`src/rtl/vcs_pkg.sv`:
```
package vcs_pkg;

    localparam int VCS_LANES = 8;
    localparam int VCS_EW    = 16;

    typedef enum logic [2:0] {
        OP_LT  = 3'd0,
        OP_EQ  = 3'd1,
        OP_NE  = 3'd2,
        OP_GE  = 3'd3,
        OP_MRG = 3'd4
    } vcs_op_e;

    // Lane-level decision: compare bit plus the chosen element
    typedef struct packed {
        logic               cmp;
        logic [VCS_EW-1:0]  val;
    } vcs_lane_out_t;

    function automatic logic op_is_test(input logic [2:0] op);
        return op <= 3'd3;
    endfunction

    function automatic logic op_is_legal(input logic [2:0] op);
        return op <= 3'd4;
    endfunction

endpackage

```
`src/rtl/vcs_lane.sv`:
```
module vcs_lane
    import vcs_pkg::*;
(
    input  logic [2:0]              op,
    input  logic signed [VCS_EW-1:0] s,
    input  logic signed [VCS_EW-1:0] t,
    input  logic                    ne_f,
    input  logic                    co_f,
    input  logic                    comp_f,
    output vcs_lane_out_t           out
);
    logic same, s_lt, s_gt, tie_low;

    always_comb begin
        same    = (s == t);
        s_lt    = (s < t);
        s_gt    = (s > t);
        tie_low = ne_f & co_f;
        out.cmp = comp_f;
        out.val = t;
        case (op)
            OP_LT: begin
                out.cmp = s_lt | (same & tie_low);
                out.val = out.cmp ? s : t;
            end
            OP_GE: begin
                out.cmp = s_gt | (same & ~tie_low);
                out.val = out.cmp ? s : t;
            end
            OP_EQ: begin
                out.cmp = same & ~ne_f;
                out.val = t;
            end
            OP_NE: begin
                out.cmp = ~same | ne_f;
                out.val = s;
            end
            OP_MRG: begin
                out.cmp = comp_f;
                out.val = comp_f ? s : t;
            end
            default: begin
                out.cmp = comp_f;
                out.val = t;
            end
        endcase
    end
endmodule

```
`src/rtl/vcs_flag_file.sv`:
```
module vcs_flag_file #(
    parameter int LANES = vcs_pkg::VCS_LANES
) (
    input  logic             clk,
    input  logic             rst,
    input  logic             wr_en,
    input  logic [LANES-1:0] wr_ne,
    input  logic [LANES-1:0] wr_co,
    input  logic [LANES-1:0] wr_clip,
    input  logic [LANES-1:0] wr_comp,
    input  logic [LANES-1:0] wr_vce,
    input  logic             upd_en,
    input  logic [LANES-1:0] new_comp,
    output logic [LANES-1:0] ne_q,
    output logic [LANES-1:0] co_q,
    output logic [LANES-1:0] clip_q,
    output logic [LANES-1:0] comp_q,
    output logic [LANES-1:0] vce_q
);
    always_ff @(posedge clk) begin
        if (rst) begin
            ne_q   <= '0;
            co_q   <= '0;
            clip_q <= '0;
            comp_q <= '0;
            vce_q  <= '0;
        end else if (wr_en) begin
            ne_q   <= wr_ne;
            co_q   <= wr_co;
            clip_q <= wr_clip;
            comp_q <= wr_comp;
            vce_q  <= wr_vce;
        end else if (upd_en) begin
            ne_q   <= '0;
            co_q   <= '0;
            clip_q <= '0;
            comp_q <= new_comp;
        end
    end

    assert_flags_clear_R6: assert property (@(posedge clk) disable iff (rst)
        (upd_en && !wr_en) |=> (ne_q == '0 && co_q == '0 && clip_q == '0));

    assert_comp_written_R6: assert property (@(posedge clk) disable iff (rst)
        (upd_en && !wr_en) |=> (comp_q == $past(new_comp)));

    assert_vce_kept_R6: assert property (@(posedge clk) disable iff (rst)
        !wr_en |=> $stable(vce_q));

    assert_load_all_R9: assert property (@(posedge clk) disable iff (rst)
        wr_en |=> (ne_q == $past(wr_ne) && comp_q == $past(wr_comp) && vce_q == $past(wr_vce)));

    assert_reset_zero_R10: assert property (@(posedge clk)
        rst |=> (ne_q == '0 && co_q == '0 && clip_q == '0 && comp_q == '0 && vce_q == '0));
endmodule

```
`src/rtl/vcs_result_reg.sv`:
```
module vcs_result_reg #(
    parameter int WIDTH = vcs_pkg::VCS_LANES * vcs_pkg::VCS_EW
) (
    input  logic             clk,
    input  logic             rst,
    input  logic             load,
    input  logic [WIDTH-1:0] d,
    output logic [WIDTH-1:0] q
);
    always_ff @(posedge clk) begin
        if (rst)       q <= '0;
        else if (load) q <= d;
    end
endmodule

```
`src/rtl/vcmp_select_unit.sv`:
```
module vcmp_select_unit
    import vcs_pkg::*;
#(
    parameter int LANES = VCS_LANES,
    parameter int EW    = VCS_EW
) (
    input  logic                clk,
    input  logic                rst,
    input  logic                valid_i,
    input  logic [2:0]          op_i,
    input  logic [LANES*EW-1:0] src_s_i,
    input  logic [LANES*EW-1:0] src_t_i,
    input  logic                flag_wr_i,
    input  logic [LANES-1:0]    wr_ne_i,
    input  logic [LANES-1:0]    wr_co_i,
    input  logic [LANES-1:0]    wr_clip_i,
    input  logic [LANES-1:0]    wr_comp_i,
    input  logic [LANES-1:0]    wr_vce_i,
    output logic [LANES*EW-1:0] result_o,
    output logic [LANES*EW-1:0] acc_lo_o,
    output logic [LANES-1:0]    ne_o,
    output logic [LANES-1:0]    co_o,
    output logic [LANES-1:0]    clip_o,
    output logic [LANES-1:0]    comp_o,
    output logic [LANES-1:0]    vce_o
);
    localparam int VW = LANES * EW;

    logic             fire, upd;
    logic [LANES-1:0] cmp_vec;
    logic [VW-1:0]    sel_vec;

    // A flag load takes the cycle; legal requests only otherwise
    assign fire = valid_i && !flag_wr_i && op_is_legal(op_i);
    assign upd  = fire && op_is_test(op_i);

    for (genvar g = 0; g < LANES; g++) begin : g_lane
        vcs_lane_out_t lo;
        vcs_lane u_lane (
            .op     (op_i),
            .s      (src_s_i[g*EW +: EW]),
            .t      (src_t_i[g*EW +: EW]),
            .ne_f   (ne_o[g]),
            .co_f   (co_o[g]),
            .comp_f (comp_o[g]),
            .out    (lo)
        );
        assign cmp_vec[g]         = lo.cmp;
        assign sel_vec[g*EW +: EW] = lo.val;
    end

    vcs_flag_file #(.LANES(LANES)) u_flags (
        .clk      (clk),
        .rst      (rst),
        .wr_en    (flag_wr_i),
        .wr_ne    (wr_ne_i),
        .wr_co    (wr_co_i),
        .wr_clip  (wr_clip_i),
        .wr_comp  (wr_comp_i),
        .wr_vce   (wr_vce_i),
        .upd_en   (upd),
        .new_comp (cmp_vec),
        .ne_q     (ne_o),
        .co_q     (co_o),
        .clip_q   (clip_o),
        .comp_q   (comp_o),
        .vce_q    (vce_o)
    );

    vcs_result_reg #(.WIDTH(VW)) u_dest (
        .clk (clk), .rst (rst), .load (fire), .d (sel_vec), .q (result_o)
    );

    vcs_result_reg #(.WIDTH(VW)) u_acc (
        .clk (clk), .rst (rst), .load (fire), .d (sel_vec), .q (acc_lo_o)
    );

    assert_eq_takes_t_R3: assert property (@(posedge clk) disable iff (rst)
        (valid_i && !flag_wr_i && op_i == 3'd1) |=> (result_o == $past(src_t_i)));

    assert_ne_takes_s_R4: assert property (@(posedge clk) disable iff (rst)
        (valid_i && !flag_wr_i && op_i == 3'd2) |=> (result_o == $past(src_s_i)));

    assert_merge_keeps_flags_R5: assert property (@(posedge clk) disable iff (rst)
        (valid_i && !flag_wr_i && op_i == 3'd4) |=>
        ($stable(ne_o) && $stable(co_o) && $stable(clip_o) && $stable(comp_o) && $stable(vce_o)));

    assert_acc_mirror_R7: assert property (@(posedge clk) disable iff (rst)
        result_o == acc_lo_o);

    assert_idle_hold_R7: assert property (@(posedge clk) disable iff (rst)
        !valid_i |=> $stable(result_o));

    assert_reserved_inert_R8: assert property (@(posedge clk) disable iff (rst)
        (valid_i && op_i > 3'd4) |=> ($stable(result_o) && $stable(comp_o)));

    assert_write_wins_R9: assert property (@(posedge clk) disable iff (rst)
        flag_wr_i |=> $stable(result_o));
endmodule

```
`config.mk`:
```
export PLATFORM = sky130hd
export DESIGN_NAME = vcmp_select_unit
export DESIGN_NICKNAME = d
export VERILOG_FILES = /design/src/rtl/vcs_pkg.sv /design/src/rtl/vcs_lane.sv /design/src/rtl/vcs_flag_file.sv /design/src/rtl/vcs_result_reg.sv /design/src/rtl/vcmp_select_unit.sv
export SDC_FILE = /design/constraint.sdc
export NUM_CORES = 1
export LEC_CHECK = 0
export ABC_AREA = 1
export BUFFER_PORTS_ARGS = -buffer_cell sky130_fd_sc_hd__clkbuf_2
export CORE_MARGIN = 2
export CORE_UTILIZATION = 33
export DETAILED_ROUTE_END_ITERATION = 10
export GPL_TIMING_DRIVEN = 0
export SETUP_SLACK_MARGIN = 0.1
export SYNTH_ARGS = -nofsm -noshare
export SYNTH_HDL_FRONTEND = slang
export SYNTH_HIERARCHICAL = 1
export SYNTH_SLANG_ARGS = --single-unit
```
`constraint.sdc`:
```
create_clock -name clk -period 7.3 [get_ports clk]
set_input_delay 1.825 -clock clk [delete_from_list [all_inputs] [get_ports clk]]
set_output_delay 1.825 -clock clk [all_outputs]
set_load 0.01 [all_outputs]
```
==> metrics.md, run 1 <==
| Metric | Value |
|---|---|
| HPWL after DPL | `86.0 mm` |
| Worst setup path category | `input port to flip-flop` |
| Worst setup margin | `2970 ps` |
| DRT iter0 DRCs | `2,636` |
| Most frequent cell after synthesis | `nand2_1` |
| Final Hold Fails | `0` |
| FF-to-FF End | `u_dest/q[62]$_SDFFE_PP0P_` |
| HP Start | `u_flags/clip_q[3]$_SDFFE_PP0P_` |
| Number of library cell types mapped by synthesis | `35` |
| Final Core Density | `40.6%` |
| Clock share of power | `36.8%` |
| CTS Hold Bufs | `0` |
| Max clock buf depth | `3` |
| Final WL | `110 mm` |
| Filler-free cell count of the finished design | `6,027` |
| Flops & latches, synth | `296` |
| Seq pwr share | `31.0%` |
| Maximum fanout along the worst path | `42` |
| I/O pin count | `599` |
| Slowest cell on the critical path | `clkbuf_2` |
| R2R Path Start | `u_flags/ne_q[3]$_SDFFE_PP0P_` |
| Outcome | `finished clean` |
| Vias | `29,900` |
| Adder-Cell Fraction of Synth Area | `6.23%` |
| Root Buffer | `clkbuf_16` |
| Max-cap violations | `0` |
| CTS Buf Count | `39` |
| IO buf count | `598` |
| Crit. End Element | `flip-flop` |
| Warnings, synthesis | `6` |
| Layout cells sized above 1 | `20.6%` |
| Sw Ratio | `36.1%` |
| Initial antenna violation count | `31` |
| Top cells by area, synth | `dfxtp_1 23%, nand2_1 15%, nand3_1 13%, inv_1 12%, nor2_1 8.5%` |
| Core ar. | `77,300 um^2` |
| GPL Wtd Cong | `0.922` |
| Vias in the first global route | `27,500` |
| CTS resizes | `0` |
| CP Data Arrival Time | `4790 ps` |
| Worst VDD drop | `0.137 mV` |
| Top_reg_cell synth | `dfxtp_1` |
| Post-synthesis cell area | `25,700 um^2` |
| Total global routing overflow | `0` |
| Worst path bufs/invs | `6` |
| Cell mode on critical path | `inv_1` |
| Global-route wire length before repair | `166 mm` |
| Syn Inst Count | `4,296` |
| Die Y | `283 um` |
| Post-route antenna net violation count | `0` |
| Multiplexer share of the synthesized area | `0%` |
| R2r worst-path depth | `10` |
| Synth cell count leaders | `1,054 x nand2_1, 810 x inv_1, 669 x nand3_1` |
| Maximum clock frequency | `231 MHz` |
| Number of flops mapped to enable cells by yosys | `0` |
| Clk_lat worst skew | `580 ps` |
| Final #Nets | `5,366` |
| Nets in the synthesized netlist | `4,727` |
| Leakage | `16.9 nW` |
| Post-synthesis sequential area ratio | `23.1%` |
| DRC viols | `0` |
| Syn-to-layout area delta | `22.3%` |
| CP max stage delay | `870 ps` |
| Syn Area/Cell | `5.98 um^2` |
| Die ar. | `80,100 um^2` |
| TNS Setup | `0 ps` |
| Reg clk slew, reported paths | `60 ps` |
| Hold Crit Endpoint | `u_flags/clip_q[3]$_SDFFE_PP0P_` |
| Crit-path cells | `clkbuf_2 -> inv_1 -> nand3_1 -> o31ai_1 -> inv_1 -> clkbuf_1 -> o22ai_1 -> inv_1 -> nand4_1 -> inv_1 -> nand2_1 -> nand2_1 -> nor2_1` |
| RSZ-0062 raised after global routing | `no` |
| GRT Total Usage | `26.4%` |
| Largest family of logic cells by synthesized area | `simple AND/OR/NAND/NOR gates` |
| Routed length per instance | `18.3 um` |
| DRT Pass-1 Iters | `6` |
| Initial Util | `33.2%` |
| Vias per Instance | `4.97` |
| Synth Area in Simple Gates | `47.3%` |
| Worst endpoint required time | `7770 ps` |
| Tcrit/Tclk final | `59.3%` |
| Total chip power | `5.77 mW` |
| Pre-CTS setup slack | `2490 ps` |
| Hold path cells | `2` |
| Yosys top cell by area | `dfxtp_1` |
| Least-Margin Pin Slew | `1200 ps` |
| Final Max Tran Viols | `0` |
| Minimum clock period | `4330 ps` |
| Crit path max-delay family | `buffers and inverters` |
| Final Skew | `31.8 ps` |
| CTS tree | `yes` |
| Fillers | `8,571` |
| Num Clock Sinks | `296` |
| Reg2Reg Setup Slack | `4880 ps` |
| Internal power | `3.68 mW` |
| Setup repair bufs after CTS | `0` |
| Die W | `283 um` |
| XOR/XNOR Fraction of Synth Area | `0%` |
| Final setup viols | `0` |
| Switching pwr | `2.08 mW` |
| Largest net degree at the start of global routing | `43` |
| Synth Area in Compound Gates | `5.57%` |
| Combinational power share | `32.2%` |
| # rows | `102` |
| Pwr dens | `183 nW/um^2` |
| Setup crit start kind | `input port` |
| Yosys top cell area share | `23.1%` |
| Min-Delay Path Class | `flip-flop to flip-flop` |
| FFs w/ async S/R, synth | `0%` |
| DP Cell Count | `5,934` |
| H-tree levels | `2` |
| Slew HR | `20.2%` |
==> metrics by stage <==
stage	area, um^2	hold slack, ps
2_1_floorplan	25700	483
3_3_place_gp	30000	448
3_5_place_dp	30000	457
4_1_cts	31400	465
5_1_grt	31400	479
6_report	31400	464
==> cells by family after synthesis <==
kind of cell / Yosys count
fa+ha+maj: 128
compound gates: 238
buf+inv: 1029
simple gates: 2605
flops: 296
==> worst min-delay path, stage by stage (launching register included) <==
cell and delay, ps:
dfxtp_1 310, nand2_1 60, a21oi_1 50
==> placed cells by master (no fill, tap or decap), drive strengths merged <==
cell	Yosys	layout
o21ai	27	27
clkinvlp	0	4
dfxtp	296	296
a211oi	5	5
a21oi	67	67
o31ai	11	11
nand3	731	731
nor2	602	602
ha	128	128
clkinv	8	11
nand4	152	152
diode	0	26
nor3	13	13
buf	176	176
clkbuf	34	683
bufinv	0	7
inv	811	813
nand2	1107	1107
o22ai	128	128
==> flip-flops by register name, summed over array words and instances, names as in the netlist <==
name            count
u_acc/q           128
u_flags/ne_q        8
u_dest/q          128
u_flags/vce_q       8
u_flags/clip_q      8
u_flags/co_q        8
u_flags/comp_q      8
==> power by group through the flow <==
stage | Combinational [mW] | Clock, mW | Sequential [mW]
3_5_place_dp | 1.84 | 0 | 1.82
2_1_floorplan | 1.18 | 0 | 1.85
5_1_grt | 2.07 | 2.22 | 1.80
6_report | 1.86 | 2.12 | 1.79
3_3_place_gp | 1.82 | 0 | 1.82
4_1_cts | 1.84 | 2.17 | 1.79
==> layout make-up <==
class	count	area, um^2	share of cell area, %
Multi-Input combinational cell	2971	15200	48.3
Sequential cell	296	5930	18.9
Inverter	819	3080	9.81
Timing Repair Buffer	598	2990	9.52
Buffer	210	1510	4.80
Tap cell	1040	1300	4.14
Clock buffer	51	1090	3.48
Clock inverter	16	275	0.876
Antenna cell	26	65.1	0.207
==> worst max path at each step <==
| stage | from | end | slack (ps) | depth (start not counted) |
|---|---|---|---|---|
| after floorplan | src_t_i[127] | u_acc/q[114]$_SDFFE_PP0P_ | 3710 | 18 |
| after global placement | op_i[2] | u_acc/q[0]$_SDFFE_PP0P_ | 2500 | 13 |
| final | op_i[2] | u_acc/q[0]$_SDFFE_PP0P_ | 2970 | 13 |
| after detailed placement | op_i[2] | u_acc/q[0]$_SDFFE_PP0P_ | 2490 | 13 |
| after global routing | op_i[2] | u_acc/q[0]$_SDFFE_PP0P_ | 2820 | 13 |
| after CTS | op_i[2] | u_acc/q[0]$_SDFFE_PP0P_ | 3090 | 13 |
==> metal layers <==
layer  track usage, %  wire [um]
met5                0         41
met4             9.43       3650
met3             5.07       8790
met2             42.9      50400
met1             34.8      47500
Note: power is estimated with default switching activity, not from simulation.
==> run 2: changes to the inputs <==
- clock period: 7.3 -> 3.6 ns (I/O delays scaled with it)
==> run 2 against run 1 <==
  * Sequential share of layout area unchanged
  * Flip-flop and latch count stayed put
  * Largest cell class unchanged
  * Critical path depth is the same
  * Via count barely moved
  * First-iteration DRC count hardly changed
  * Power grew 100%
  * Cell area unchanged
  * Clock skew down 1.2 ps
==> metrics.md, run 2 (synthesis results as in run 1) <==
| Metric | Value |
|---|---|
| Num Clock Sinks | `296 (unchanged)` |
| CP Launch Point | `op_i[0] (was op_i[2])` |
| CP Data Arrival Time | `3780 ps (was 4790 ps)` |
| Die Y | `283 um (unchanged)` |
| GPL Wtd Cong | `0.922 (unchanged)` |
| CTS tree | `yes (unchanged)` |
| Die ar. | `80,100 um^2 (unchanged)` |
| R2r worst-path depth | `10 (unchanged)` |
| Reg clk slew, reported paths | `60 ps (about the same)` |
| I/O pin count | `599 (unchanged)` |
| Worst VDD drop | `0.277 mV (was 0.137 mV)` |
| Final #Nets | `5,366 (unchanged)` |
| HPWL after DPL | `86.0 mm (unchanged)` |
| CTS Hold Bufs | `0 (unchanged)` |
| Post-route antenna net violation count | `0 (unchanged)` |
| Min-Delay Path Class | `flip-flop to flip-flop (unchanged)` |
| Final Skew | `30.6 ps (was 31.8 ps)` |
| CTS resizes | `0 (unchanged)` |
| Worst path bufs/invs | `5 (was 6)` |
| Global-route wire length before repair | `166 mm (unchanged)` |
| GRT Total Usage | `26.4% (unchanged)` |
| Worst endpoint required time | `4060 ps (was 7770 ps)` |
| Total global routing overflow | `0 (unchanged)` |
| Pre-CTS setup slack | `-285 ps (was 2490 ps)` |
| Fillers | `8,571 (unchanged)` |
| Crit path max-delay family | `buffers and inverters (unchanged)` |
| Layout cells sized above 1 | `20.6% (unchanged)` |
| Vias | `29,900 (about the same)` |
| DP Cell Count | `5,934 (unchanged)` |
| Crit-path cells | `clkbuf_2 -> nor2_1 -> nand3_1 -> o31ai_1 -> inv_1 -> clkbuf_1 -> o22ai_1 -> inv_1 -> nand4_1 -> inv_1 -> nand2_1 -> nand2_1 -> nor2_1 (was clkbuf_2 -> inv_1 -> nand3_1 -> o31ai_1 -> inv_1 -> clkbuf_1 -> o22ai_1 -> inv_1 -> nand4_1 -> inv_1 -> nand2_1 -> nand2_1 -> nor2_1)` |
| Die W | `283 um (unchanged)` |
| Routed length per instance | `18.3 um (about the same)` |
| Crit. End Element | `flip-flop (unchanged)` |
| R2R Path Start | `u_flags/ne_q[3]$_SDFFE_PP0P_ (unchanged)` |
| Worst setup path category | `input port to flip-flop (unchanged)` |
| Final hold slack | `464 ps (about the same)` |
| RSZ-0062 raised after global routing | `no (unchanged)` |
| Syn-to-layout area delta | `22.3% (unchanged)` |
| Slowest cell on the critical path | `clkbuf_2 (unchanged)` |
| Filler-free cell count of the finished design | `6,027 (unchanged)` |
| Clk_lat worst skew | `580 ps (about the same)` |
| Reg2Reg Setup Slack | `1180 ps (was 4880 ps)` |
| Slew HR | `28.5% (was 20.2%)` |
| H-tree levels | `2 (unchanged)` |
| Worst path depth | `13 (unchanged)` |
| Maximum fanout along the worst path | `33 (was 42)` |
| CTS Buf Count | `39 (unchanged)` |
| Setup repair bufs after CTS | `0 (unchanged)` |
| Minimum clock period | `3320 ps` |
| Cell mode on critical path | `inv_1 (unchanged)` |
| Maximum clock frequency | `301 MHz` |
| IO buf count | `598 (unchanged)` |
| TNS Setup | `0 ps (unchanged)` |
| Biggest regs | `u_acc/q x128, u_dest/q x128 (unchanged)` |
| Most frequent cells in the layout | `1,054 x nand2_1, 810 x inv_1, 669 x nand3_1 (unchanged)` |
| DRT iter0 DRCs | `2,635 (was 2,636)` |
| Least-Margin Pin Slew | `1070 ps (was 1200 ps)` |
| Final Core Density | `40.6% (unchanged)` |
| Vias in the first global route | `27,500 (unchanged)` |
| Largest net degree at the start of global routing | `43 (unchanged)` |
| Vias per Instance | `4.96 (was 4.97)` |
| Core ar. | `77,300 um^2 (unchanged)` |
| CP max stage delay | `740 ps (was 870 ps)` |
| # rows | `102 (unchanged)` |
| Worst setup margin | `282 ps (was 2970 ps)` |
| Initial antenna violation count | `31 (unchanged)` |
| Final WL | `110 mm (about the same)` |
| Initial Util | `33.2% (unchanged)` |
| Setup crit start kind | `input port (unchanged)` |
| Root Buffer | `clkbuf_16 (unchanged)` |
| FF-to-FF End | `u_dest/q[62]$_SDFFE_PP0P_ (unchanged)` |
| Final setup viols | `0 (unchanged)` |
| Worst Setup EP | `u_acc/q[0]$_SDFFE_PP0P_ (unchanged)` |
| Leakage | `16.9 nW (about the same)` |
| Final Hold Fails | `0 (unchanged)` |
| Final Max Tran Viols | `0 (unchanged)` |
| Max clock buf depth | `3 (unchanged)` |
| Outcome | `finished clean (unchanged)` |
| DRC viols | `0 (unchanged)` |
| Pwr dens | `372 nW/um^2 (was 183 nW/um^2)` |
| Tcrit/Tclk final | `92.2%` |
| Commonest non-fill, non-tap cell in the layout | `nand2_1 (unchanged)` |
| Max-cap violations | `0 (unchanged)` |
| DRT Pass-1 Iters | `6 (unchanged)` |
==> run 2: changes by cell type in the layout (fill, tap and decap cells not counted) <==
cell      previous run  this run
buf_2               96        97
clkbuf_2           598       597
==> run 2: cell type report <==
cell class                 count  area [um^2]  area share [%]
multi-input combinational   2971        15200            48.3
sequential                   296         5930            18.9
inverter                     819         3080            9.81
timing repair buffer         598         2990            9.52
buffer                       210         1510            4.80
tap                         1040         1300            4.14
clock buffer                  51         1090            3.48
clock inverter                16          275           0.876
antenna                       26         65.1           0.207
==> run 2: power breakdown <==
group          total (mW)  internal, mW  switching, mW
Combinational        3.77          1.34           2.42
Sequential           3.63          3.48          0.144
Clock                4.30          2.64           1.66
Total                11.7          7.47           4.22
==> run 2: worst register-to-register path, stage by stage, from the launching register on <==
cell     delay [ps]
dfxtp_1         620
inv_1           120
o21ai_1         520
buf_2           370
nand3_1         110
nand3_1          80
nand4_1         220
inv_1           110
nand2_1          60
nand2_1          70
nor2_1           40
==> run 2: routing by layer <==
metal / track usage [%] / vias up / wire [um]
li1: - / 14900 / -
met1: 34.8 / 13600 / 47500
met2: 42.9 / 1202 / 50500
met3: 5.07 / 199 / 8800
met4: 9.43 / 6 / 3570
met5: 0 / - / 41
==> run 2: how the worst min path moves through the flow <==
stage                              startpoint  slack, ps                        endpoint  depth (start not counted)
2_1_floorplan  u_flags/clip_q[0]$_SDFFE_PP0P_        480  u_flags/clip_q[0]$_SDFFE_PP0P_                          2
3_3_place_gp   u_flags/clip_q[0]$_SDFFE_PP0P_        450  u_flags/clip_q[0]$_SDFFE_PP0P_                          2
3_5_place_dp   u_flags/clip_q[3]$_SDFFE_PP0P_        460  u_flags/clip_q[3]$_SDFFE_PP0P_                          2
4_1_cts        u_flags/clip_q[3]$_SDFFE_PP0P_        470  u_flags/clip_q[3]$_SDFFE_PP0P_                          2
5_1_grt               u_acc/q[5]$_SDFFE_PP0P_        480         u_acc/q[5]$_SDFFE_PP0P_                          2
6_report       u_flags/clip_q[3]$_SDFFE_PP0P_        460  u_flags/clip_q[3]$_SDFFE_PP0P_                          2
==> run 2: per-stage QoR <==
stage,power (mW),area [um^2]
finish,11.7,31400
global route,12.4,31400
CTS,11.8,31400
detailed placement,7.42,30000
global placement,7.39,30000
floorplan,6.15,25700
